<file path="src/rtl/wdt_pkg.sv">
package wdt_pkg;
  typedef enum logic [1:0] {
    WD_OFF   = 2'd0,
    WD_RUN   = 2'd1,
    WD_GRACE = 2'd2
  } wd_state_e;

  localparam logic [1:0] SEL_PROG = 2'd0;
  localparam logic [1:0] SEL_TRAP = 2'd1;
  localparam logic [1:0] SEL_PRE  = 2'd2;
endpackage

</file>
<file path="src/rtl/wdt_tick_gen.sv">
module wdt_tick_gen #(
  parameter int PRE_DIV = 16
) (
  input  logic clk,
  input  logic rst_n,
  input  logic wd_clk,
  input  logic pre_en,
  input  logic hold,
  input  logic restart,
  output logic tick_o
);
  localparam int PW = (PRE_DIV > 2) ? $clog2(PRE_DIV) : 1;
  localparam logic [PW-1:0] PRE_LAST = PW'(PRE_DIV - 1);

  logic [2:0]    sync_q;
  logic [PW-1:0] pre_q;
  logic          raw_edge;
  logic          pre_wrap;

  // two-flop synchroniser plus one history flop for edge detection
  always_ff @(posedge clk or negedge rst_n) begin
    if (!rst_n) sync_q <= '0;
    else        sync_q <= {sync_q[1:0], wd_clk};
  end

  assign raw_edge = sync_q[1] & ~sync_q[2];
  assign pre_wrap = (pre_q == PRE_LAST);

  always_ff @(posedge clk or negedge rst_n) begin
    if (!rst_n)                             pre_q <= '0;
    else if (restart)                       pre_q <= '0;
    else if (raw_edge && !hold && pre_en)   pre_q <= pre_wrap ? '0 : pre_q + 1'b1;
  end

  assign tick_o = raw_edge && (!pre_en || pre_wrap);

  // an edge of the slow clock yields a single-cycle step
  a_r1_tick_single: assert property (@(posedge clk) disable iff (!rst_n)
    tick_o |=> !tick_o);

  // prescaler phase frozen while held
  a_r10_pre_frozen: assert property (@(posedge clk) disable iff (!rst_n)
    (hold && !restart) |=> $stable(pre_q));
endmodule

</file>
<file path="src/rtl/wdt_core.sv">
module wdt_core
  import wdt_pkg::*;
#(
  parameter int SCAL_W = 8,
  parameter int CNT_W  = 16
) (
  input  logic                    clk,
  input  logic                    rst_n,
  input  logic                    tick,
  input  logic                    halt,
  input  logic                    prog_wr,
  input  logic                    trap_wr,
  input  logic [SCAL_W+CNT_W-1:0] wr_data,
  output logic                    irq_o,
  output logic                    rst_evt_o,
  output wd_state_e               st_o
);
  localparam logic [SCAL_W-1:0] S_MAX = '1;
  localparam logic [CNT_W-1:0]  C_MAX = '1;

  function automatic logic [SCAL_W-1:0] scal_field(input logic [SCAL_W+CNT_W-1:0] d);
    return d[SCAL_W-1:0];
  endfunction

  function automatic logic [CNT_W-1:0] cnt_field(input logic [SCAL_W+CNT_W-1:0] d);
    return d[SCAL_W+CNT_W-1:SCAL_W];
  endfunction

  wd_state_e         st_q;
  logic [SCAL_W-1:0] scal_q, srl_q;
  logic [CNT_W-1:0]  cnt_q, crl_q;
  logic              locked_q;
  logic              irq_q;

  // named internal events
  logic step, scal_zero, cnt_zero, trap_ok, expire, irq_evt, rst_evt;

  assign step      = tick && !halt && (st_q != WD_OFF);
  assign scal_zero = (scal_q == '0);
  assign cnt_zero  = (cnt_q == '0);
  assign trap_ok   = trap_wr && !locked_q;
  assign expire    = step && scal_zero && cnt_zero && !prog_wr && !trap_ok;
  assign irq_evt   = expire && (st_q == WD_RUN);
  assign rst_evt   = expire && (st_q == WD_GRACE);

  always_ff @(posedge clk or negedge rst_n) begin
    if (!rst_n) begin
      st_q     <= WD_RUN;
      scal_q   <= S_MAX;
      cnt_q    <= C_MAX;
      srl_q    <= S_MAX;
      crl_q    <= C_MAX;
      locked_q <= 1'b0;
    end else if (prog_wr) begin
      st_q     <= WD_RUN;
      scal_q   <= scal_field(wr_data);
      cnt_q    <= cnt_field(wr_data);
      srl_q    <= scal_field(wr_data);
      crl_q    <= cnt_field(wr_data);
      locked_q <= 1'b1;
    end else if (rst_evt) begin
      st_q     <= WD_RUN;
      scal_q   <= S_MAX;
      cnt_q    <= C_MAX;
      srl_q    <= S_MAX;
      crl_q    <= C_MAX;
      locked_q <= 1'b0;
    end else if (trap_ok) begin
      st_q     <= WD_OFF;
    end else if (step) begin
      if (scal_zero) begin
        scal_q <= srl_q;
        if (cnt_zero) begin
          cnt_q <= crl_q;
          st_q  <= WD_GRACE;
        end else begin
          cnt_q <= cnt_q - 1'b1;
        end
      end else begin
        scal_q <= scal_q - 1'b1;
      end
    end
  end

  always_ff @(posedge clk or negedge rst_n) begin
    if (!rst_n) irq_q <= 1'b0;
    else        irq_q <= irq_evt;
  end

  assign irq_o     = irq_q;
  assign rst_evt_o = rst_evt;
  assign st_o      = st_q;

  // interrupt is a single pulse and coincides with the reset-timeout phase
  a_r5_irq_single: assert property (@(posedge clk) disable iff (!rst_n)
    irq_o |=> !irq_o);
  a_r5_irq_in_grace: assert property (@(posedge clk) disable iff (!rst_n)
    irq_o |-> (st_q == WD_GRACE));
  // after programming the timer is never off
  a_r9_locked_running: assert property (@(posedge clk) disable iff (!rst_n)
    locked_q |-> (st_q != WD_OFF));
  a_r9_lock_sticky: assert property (@(posedge clk) disable iff (!rst_n)
    (locked_q && !rst_evt) |=> locked_q);
  // a disabled timer raises nothing
  a_r8_off_silent: assert property (@(posedge clk) disable iff (!rst_n)
    (st_q == WD_OFF && !prog_wr) |=> !irq_o);
  // halt freezes the timer state
  a_r10_halt_freeze: assert property (@(posedge clk) disable iff (!rst_n)
    (halt && !prog_wr && !trap_wr) |=> ($stable(scal_q) && $stable(cnt_q) && $stable(st_q)));
endmodule

</file>
<file path="src/rtl/wdt_rst_stretch.sv">
module wdt_rst_stretch #(
  parameter int RST_LEN = 16
) (
  input  logic clk,
  input  logic rst_n,
  input  logic start,
  output logic rst_o
);
  localparam int LW = $clog2(RST_LEN + 1);
  localparam logic [LW-1:0] LEN_V = LW'(RST_LEN);

  logic [LW-1:0] left_q;

  always_ff @(posedge clk or negedge rst_n) begin
    if (!rst_n)            left_q <= '0;
    else if (start)        left_q <= LEN_V;
    else if (left_q != '0) left_q <= left_q - 1'b1;
  end

  assign rst_o = (left_q != '0);

  // reset output follows a start and its length is bounded
  a_r7_start_asserts: assert property (@(posedge clk) disable iff (!rst_n)
    start |=> rst_o);
  a_r7_len_bound: assert property (@(posedge clk) disable iff (!rst_n)
    left_q <= LEN_V);
endmodule

</file>
<file path="src/rtl/wdt_two_stage.sv">
module wdt_two_stage
  import wdt_pkg::*;
#(
  parameter int SCAL_W  = 8,
  parameter int CNT_W   = 16,
  parameter int PRE_DIV = 16,
  parameter int RST_LEN = 16
) (
  input  logic                    clk,
  input  logic                    rst_n,
  input  logic                    wd_clk,
  input  logic                    wr_en,
  input  logic [1:0]              wr_sel,
  input  logic [SCAL_W+CNT_W-1:0] wr_data,
  input  logic                    cpu_halt,
  output logic                    wd_irq,
  output logic                    cpu_rst
);
  logic      prog_wr, trap_wr, pre_wr;
  logic      pre_en_q;
  logic      tick;
  logic      rst_evt;
  wd_state_e core_st;

  assign prog_wr = wr_en && (wr_sel == SEL_PROG);
  assign trap_wr = wr_en && (wr_sel == SEL_TRAP);
  assign pre_wr  = wr_en && (wr_sel == SEL_PRE);

  always_ff @(posedge clk or negedge rst_n) begin
    if (!rst_n)      pre_en_q <= 1'b0;
    else if (pre_wr) pre_en_q <= wr_data[0];
  end

  wdt_tick_gen #(.PRE_DIV(PRE_DIV)) u_tick (
    .clk    (clk),
    .rst_n  (rst_n),
    .wd_clk (wd_clk),
    .pre_en (pre_en_q),
    .hold   (cpu_halt),
    .restart(prog_wr || rst_evt),
    .tick_o (tick)
  );

  wdt_core #(.SCAL_W(SCAL_W), .CNT_W(CNT_W)) u_core (
    .clk      (clk),
    .rst_n    (rst_n),
    .tick     (tick),
    .halt     (cpu_halt),
    .prog_wr  (prog_wr),
    .trap_wr  (trap_wr),
    .wr_data  (wr_data),
    .irq_o    (wd_irq),
    .rst_evt_o(rst_evt),
    .st_o     (core_st)
  );

  wdt_rst_stretch #(.RST_LEN(RST_LEN)) u_stretch (
    .clk  (clk),
    .rst_n(rst_n),
    .start(rst_evt),
    .rst_o(cpu_rst)
  );

  // a processor reset only ever starts out of the reset-timeout phase
  a_r7_from_grace: assert property (@(posedge clk) disable iff (!rst_n)
    $rose(cpu_rst) |-> $past(core_st == WD_GRACE));
  // interrupt and processor reset never overlap in onset
  a_r5_irq_not_rst: assert property (@(posedge clk) disable iff (!rst_n)
    $rose(cpu_rst) |-> !wd_irq);
endmodule

</file>
<file path="config.mk">
export PLATFORM = sky130hd
export DESIGN_NAME = wdt_two_stage
export DESIGN_NICKNAME = d
export VERILOG_FILES = /design/src/rtl/wdt_pkg.sv /design/src/rtl/wdt_tick_gen.sv /design/src/rtl/wdt_core.sv /design/src/rtl/wdt_rst_stretch.sv /design/src/rtl/wdt_two_stage.sv
export SDC_FILE = /design/constraint.sdc
export NUM_CORES = 1
export LEC_CHECK = 0
export ABC_AREA = 1
export BUFFER_PORTS_ARGS = -buffer_cell sky130_fd_sc_hd__buf_2
export CAP_MARGIN = 20
export CORE_UTILIZATION = 40
export CTS_BUF_LIST = sky130_fd_sc_hd__clkbuf_8
export CTS_CLUSTER_DIAMETER = 50
export CTS_CLUSTER_SIZE = 10
export DETAILED_ROUTE_END_ITERATION = 8
export GPL_TIMING_DRIVEN = 0
export SETUP_SLACK_MARGIN = 0.5
export SYNTH_ARGS = -nofsm -noshare
export SYNTH_HDL_FRONTEND = slang
export SYNTH_HIERARCHICAL = 1
export SYNTH_SLANG_ARGS = --single-unit
</file>
<file path="constraint.sdc">
create_clock -name clk -period 6.65 [get_ports clk]
set_input_delay 1.33 -clock clk [delete_from_list [all_inputs] [get_ports clk]]
set_output_delay 1.33 -clock clk [all_outputs]
set_load 0.02 [all_outputs]
</file>
==> impl_metrics.py, run 1 <==
metrics = {
    "outcome": {
        "outcome": "finished, final reports clean",
    },
    "placed_design": {
        "pre_cts_ws_ns": 3.31,
        "io_buffers": 32,
        "dp_hpwl_microns": 6560,
        "place_congestion": 0.890,
    },
    "clock_network": {
        "root_buffer": "clkbuf_8",
        "clk_latency_ns": 0.34,
        "htreeDepth": 3,
        "cts_tree": "built",
        "clk_pin_slew_ns": 0.07,
        "cts_sinks": 65,
        "postCtsResizedCells": 0,
        "post_cts_buffers": 0,
        "cts_buffers": 9,
        "clockBufferDepth": 2,
        "holdBufCountCts": 0,
    },
    "cells_and_area": {
        "drive_gt1_share_pct": 23.2,
        "fillers": 1021,
        "multi_input_area_sq_um": 1860,
        "num_antenna_cells": 0,
        "nets": 609,
        "seq_area_sq_um": 1690,
        "syn_to_final_growth_pct": 12.2,
    },
    "detailed_routing": {
        "vias": 3469,
        "wl_met3_microns": 422,
        "top_layer": "met4",
        "post-route-drc-count": 0,
        "viasPerCell": 4.91,
        "wl_met2_microns": 4100,
        "drt-wirelength-per-cell_microns": 13.1,
        "drt_wl_total_microns": 9290,
        "ant_nets": 0,
        "drtIter0Drc": 199,
        "drtPass1Iterations": 5,
        "met1Wirelength_microns": 4610,
    },
    "logic_synthesis": {
        "syn_inst": 530,
        "ys_warn_count": 6,
        "synth_cell_types": 32,
        "synth_nets": 566,
        "yosysTopAreaCell": "dfstp_2",
        "synthArstFlopShare_pct": 100,
        "ys_ff_latch": 65,
        "synth_most_common_cell": "nand2_1",
        "ys_top_cells_by_area": "dfstp_2 (33%), nand2_1 (15%), dfrtp_1 (10%), inv_1 (6.8%), nor2_1 (5.7%)",
        "ys.flop_type": "dfstp_2",
        "syn_area_per_cell_sq_um": 7.39,
        "seq_area_frac_synth_pct": 43.1,
        "yosysTopAreaCellShare_pct": 32.9,
        "synth-edff-count": 0,
        "synthTopCellsByCount": "nand2_1 (158), inv_1 (71), nor2_1 (60)",
        "synth.cell_area_sq_um": 3920,
    },
    "critical_path": {
        "crit_type": "in -> reg",
        "cpMostUsedCell": "nand2_1",
        "crit_path_start_kind": "input port",
        "slowest_stage": "nor3_1",
        "rr_startpoint": "u_core/cnt_q[0]",
        "critPathCaptureType": "register",
        "critical_path_buf_inv_count": 4,
        "reg2reg_to": "u_tick/pre_q[3]",
        "cp_max_fo": 7,
        "r2r_slack_ns": 3.91,
        "crit_chain": "buf_2 -> inv_1 -> nand2_1 -> nor2_1 -> nand2_1 -> inv_2 -> nor2_4 -> nand2_4 -> nor2_4 -> nand2_1 -> nor3_1 -> o21bai_1 -> inv_8 -> nand2_1 -> nor2_2 -> nand2_1 -> nand2_1",
        "crit_required_ns": 6.88,
        "critPathMaxStageDelay_ns": 0.33,
        "r2r_cells": 14,
        "critPathTopFamily": "simple AND/OR/NAND/NOR gates",
        "arrival_ns": 3.19,
        "path_depth": 17,
    },
    "job": {
        "cap_violations": 0,
    },
    "sta": {
        "maxSlewViolCount": 0,
        "timing.final.crit_share_pct": 44.5,
        "clock.fmax_ghz": 0.338,
        "fin_skew_ns": 0.00794,
        "fin_tns_setup_ns": 0,
        "finalHoldViolations": 0,
        "setup_viol": 0,
        "whs_ns": 0.362,
        "slew_headroom_pct": 44.9,
        "period_minus_slack_ns": 2.96,
        "rsz0062_at_grt": "false",
        "worst_slack_ns": 3.69,
        "tightestPinTransition_ns": 0.827,
    },
    "power_and_ir_drop": {
        "p_per_area_nw_per_um2": 246,
        "comb_power_share_pct": 22.7,
        "p_clk_share_pct": 25.7,
        "total_leakage_power_nw": 2.25,
        "swShare_pct": 32.8,
        "p_total_mw": 1.08,
        "intPower_mw": 0.726,
        "ir_drop_v": 0.000135,
        "power_frac_seq_pct": 51.6,
        "p_sw_mw": 0.355,
    },
    "grt": {
        "grt_usage_pct": 20.3,
        "grt_pass1_wl_microns": 15800,
        "grt_pass1_vias": 3297,
        "gr-total-overflow": 0,
        "grt_max_degree": 66,
        "grt_antenna_before_repair": 0,
    },
    "floorplanning": {
        "start_util_pct": 41.8,
        "die_area_sq_um": 10200,
        "num_rows": 35,
        "dieWidth_microns": 101,
        "core_area_sq_um": 9370,
        "io_pins": 33,
        "die_h_microns": 101,
    },
    "worst_hold_path": {
        "min_to": "u_tick/sync_q[1]",
        "min_from": "u_tick/sync_q[0]",
        "whs_path_depth": 0,
        "hold_class": "reg -> reg",
    },
}
## how the worst max path moves through the flow
| stage | startpoint | endpoint | slack (ns) |
|---|---|---|---|
| 6_report | wr_sel[1] | u_tick/pre_q[3] | 3.69 |
| 5_1_grt | wr_sel[1] | u_tick/pre_q[0] | 3.42 |
| 4_1_cts | wr_sel[1] | u_tick/pre_q[3] | 3.69 |
| 3_5_place_dp | wr_sel[1] | u_tick/pre_q[3] | 3.31 |
| 3_3_place_gp | wr_sel[1] | u_tick/pre_q[0] | 3.36 |
| 2_1_floorplan | wr_sel[1] | u_tick/pre_q[0] | 3.75 |
## metrics by stage
stage               cells  util (%)  cell area (sq um)
detailed placement    691      45.3               4240
CTS                   707      46.9               4400
finish                707      46.9               4400
global placement      691      45.2               4240
floorplan             530         -               3920
global route          707      46.9               4400
## routing by layer
layer  global-route usage [%]  up-vias
li1                         -     1743
met1                     27.6     1643
met2                     32.4       70
met3                     4.09       13
met4                     6.35        0
met5                        0        -
## layout make-up
type	instances	share of cell area, %
plain buffers	12	1.59
clock buffers	9	2.82
clock inverters	7	0.711
inverters	79	6.92
multi-input cells	374	42.2
flip-flops and latches	65	38.4
well taps	129	3.67
repair buffers	32	3.70
## kinds of logic (layout without fill, tap and decap cells)
group / count (synthesis) / count (layout) / share of synthesized area [%]
buffers and inverters: 91 / 139 / 9.55
adder cells (fa/ha/maj): 5 / 5 / 1.60
XOR/XNOR: 10 / 10 / 2.24
AO/OA/AOI/OAI: 64 / 64 / 9.90
AND/OR/NAND/NOR: 295 / 295 / 33.6
flip-flops: 65 / 65 / 43.1
## registers in the layout, summed over array words and instances, names as in the netlist, 2 cells and up
register and cells:
u_core/cnt_q 16, u_core/crl_q 16, u_core/scal_q 8, u_core/srl_q 8, u_stretch/left_q 5, u_tick/pre_q 4
u_tick/sync_q 3, u_core/st_o 2
## power by group through the flow
stage | Sequential (mW) | Clock [mW] | Combinational [mW]
floorplan | 0.547 | 0 | 0.190
global placement | 0.560 | 0 | 0.240
detailed placement | 0.562 | 0 | 0.245
CTS | 0.557 | 0.293 | 0.246
global route | 0.568 | 0.312 | 0.287
finish | 0.557 | 0.278 | 0.245
## placed cells by master, fill, tap and decap left out, drive strengths merged, types with 15 or more instances in the layout
cell type / n
dfstp: 49
a21oi: 17
o21ai: 23
nand2: 162
inv: 82
clkbuf: 15
nand3: 39
nor2: 81
dfrtp: 16
buf: 38
Note: power is estimated with default switching activity, not from simulation.
==> inputs of run 2 (changes only) <==
clock period = 2.4 ns   (was 6.65 ns; I/O delays follow)
==> run 2 against run 1 <==
Net effect:
- combinational power rose to 3.4 times the previous value
- non-clock buffer count rose by 38
- worst setup slack got worse by 3.5 ns
- worst hold slack got worse by 0.13 ns
- utilization rose by 9.8 points
- routed wire length rose by 15%
- clock power rose to 3.8 times the previous value
- register-to-register slack got worse by 3.7 ns
- clock-buffer cell count rose by 5
- final area rose by 21%
- cell count rose by 5.5%
- critical path depth did not move
- critical path type is now reg -> reg
- largest cell class unchanged
- highest routed layer unchanged
==> impl_metrics.py, run 2 (synthesis results as in run 1) <==
metrics = {
    "outcome": {
        "outcome": "finished, final reports clean",
    },
    "critical_path": {
        "reg2reg_to": "u_tick/pre_q[0]",
        "cp_max_fo": 2,
        "rr_startpoint": "u_tick/pre_q[0]",
        "r2r_slack_ns": 0.22,
        "crit_required_ns": 2.64,
        "r2r_cells": 17,
        "crit_type": "reg -> reg",
        "arrival_ns": 2.42,
        "critPathCaptureType": "register",
        "crit_path_start_kind": "register",
    },
    "cells_and_area": {
        "syn_to_final_growth_pct": 35.7,
        "seq_area_sq_um": 1690,
        "nets": 648,
        "finalInstanceArea_sq_um": 5320,
        "fillers": 866,
        "drive_gt1_share_pct": 39.9,
        "num_antenna_cells": 0,
        "final_core_util_pct": 56.7,
        "multi_input_area_sq_um": 2180,
        "final_cell_mix": "nand2_1 (139), inv_1 (66), nor2_1 (49), dfstp_2 (49), buf_2 (32)",
        "final_common_cell": "nand2_1",
        "reg_top3": "u_core/cnt_q x16, u_core/crl_q x16",
    },
    "clock_network": {
        "cts_tree": "built",
        "root_buffer": "clkbuf_8",
        "clk_latency_ns": 0.35,
        "cts_buffers": 9,
        "htreeDepth": 3,
        "holdBufCountCts": 0,
        "cts_sinks": 65,
        "clockBufferDepth": 2,
        "clk_pin_slew_ns": 0.07,
    },
    "detailed_routing": {
        "drtIter0Drc": 139,
        "vias": 3678,
        "top_layer": "met4",
        "drtPass1Iterations": 4,
        "post-route-drc-count": 0,
        "ant_nets": 0,
        "drt_wl_total_microns": 10600,
        "viasPerCell": 4.93,
        "wl_met2_microns": 5250,
        "drt-wirelength-per-cell_microns": 14.3,
        "wl_met3_microns": 405,
        "met1Wirelength_microns": 4760,
    },
    "power_and_ir_drop": {
        "p_per_area_nw_per_um2": 644,
        "total_leakage_power_nw": 2.60,
        "ir_drop_v": 0.000325,
    },
    "floorplanning": {
        "dieWidth_microns": 101,
        "num_rows": 35,
        "start_util_pct": 41.8,
        "die_area_sq_um": 10200,
        "core_area_sq_um": 9370,
        "die_h_microns": 101,
        "io_pins": 33,
    },
    "sta": {
        "rsz0062_at_grt": "true",
        "worst_slack_ns": 0.223,
        "tightestPinTransition_ns": 0.837,
        "maxSlewViolCount": 0,
        "clock.fmax_ghz": 0.459,
        "slew_headroom_pct": 44.2,
        "period_minus_slack_ns": 2.18,
        "finalHoldViolations": 0,
        "timing.final.crit_share_pct": 90.7,
        "setup_viol": 0,
        "fin_skew_ns": 0.00923,
    },
    "placed_design": {
        "pre_cts_ws_ns": -0.240,
        "dp_hpwl_microns": 6530,
        "io_buffers": 32,
        "place_congestion": 0.894,
        "post_dp_cell_area_sq_um": 4330,
    },
    "grt": {
        "grt_max_degree": 66,
        "grt_usage_pct": 22.7,
        "grt_antenna_before_repair": 0,
        "grt_pass1_wl_microns": 17800,
        "gr-total-overflow": 0,
        "grt_pass1_vias": 3715,
    },
    "worst_hold_path": {
        "hold_class": "in -> async",
    },
    "job": {
        "cap_violations": 0,
    },
}
-- run 2: cell types whose count changed in the layout (fill, tap and decap cells not counted), sizes merged --
| cell | delta |
|---|---|
| buf | +38 |
| bufinv | +1 |
| clkbuf | +5 |
| clkinv | -4 |
| clkinvlp | +1 |
| inv | -2 |
-- run 2: worst max-delay path, cell delays in order (launching register included) --
cell and delay, ns:
dfrtp_1 0.37, ha_2 0.21, nand3_4 0.08, buf_6 0.13, buf_4 0.12, buf_4 0.12, buf_4 0.12, buf_6 0.11
buf_6 0.10, buf_6 0.10, buf_6 0.10, buf_6 0.10, buf_6 0.10, buf_6 0.11, nand2_4 0.05, nor2_4 0.03
nand2_1 0.06, nand2_1 0.04
-- run 2: area by class of cell --
type / count / share of cell area [%]
repair buffers: 70 / 11.2
inverters: 79 / 6.12
clock inverters: 2 / 0.635
well taps: 129 / 3.04
repair inverters: 1 / 0.212
plain buffers: 12 / 2.31
clock buffers: 14 / 3.62
multi-input cells: 374 / 41.1
flip-flops and latches: 65 / 31.7
-- run 2: metal layers --
metal	track usage (%)	vias to the layer above
met5	0	-
li1	-	1831
met1	28.8	1748
met4	8.36	0
met3	4.23	21
met2	38.6	78
-- run 2: how the worst max path moves through the flow --
stage,to,start,depth (start not counted)
6_report,u_tick/pre_q[0],u_tick/pre_q[0],17
5_1_grt,u_tick/pre_q[0],u_tick/pre_q[0],17
4_1_cts,u_tick/pre_q[0],u_tick/pre_q[0],17
3_5_place_dp,u_tick/pre_q[0],u_core/cnt_q[0],14
3_3_place_gp,u_tick/pre_q[3],u_core/cnt_q[0],14
2_1_floorplan,u_tick/pre_q[0],u_tick/pre_q[0],17
-- run 2: timing repair --
action | 4_1_cts | 5_1_grt
gates cloned | 4 | 0
pin swaps | 19 | 26
setup endpoints to repair | 62 | 62
buffers inserted | 29 | 6
gates resized for setup | 67 | 40
-- run 2: stage by stage --
step	setup TNS (ns)	hold slack [ns]	instances	total power [mW]
finish	0	0.232	746	3.42
global route	0	0.221	746	3.63
CTS	0	0.225	740	3.42
detailed placement	-1.01	0.337	691	2.27
global placement	-1.32	0.334	691	2.24
floorplan	0	0.184	530	2.07
-- run 2: power by group --
group,internal [mW],switching [mW],leakage [nW]
combinational,0.348,0.475,1.76
clock,0.619,0.428,0.120
sequential,1.39,0.163,0.727
total,2.36,1.07,2.60
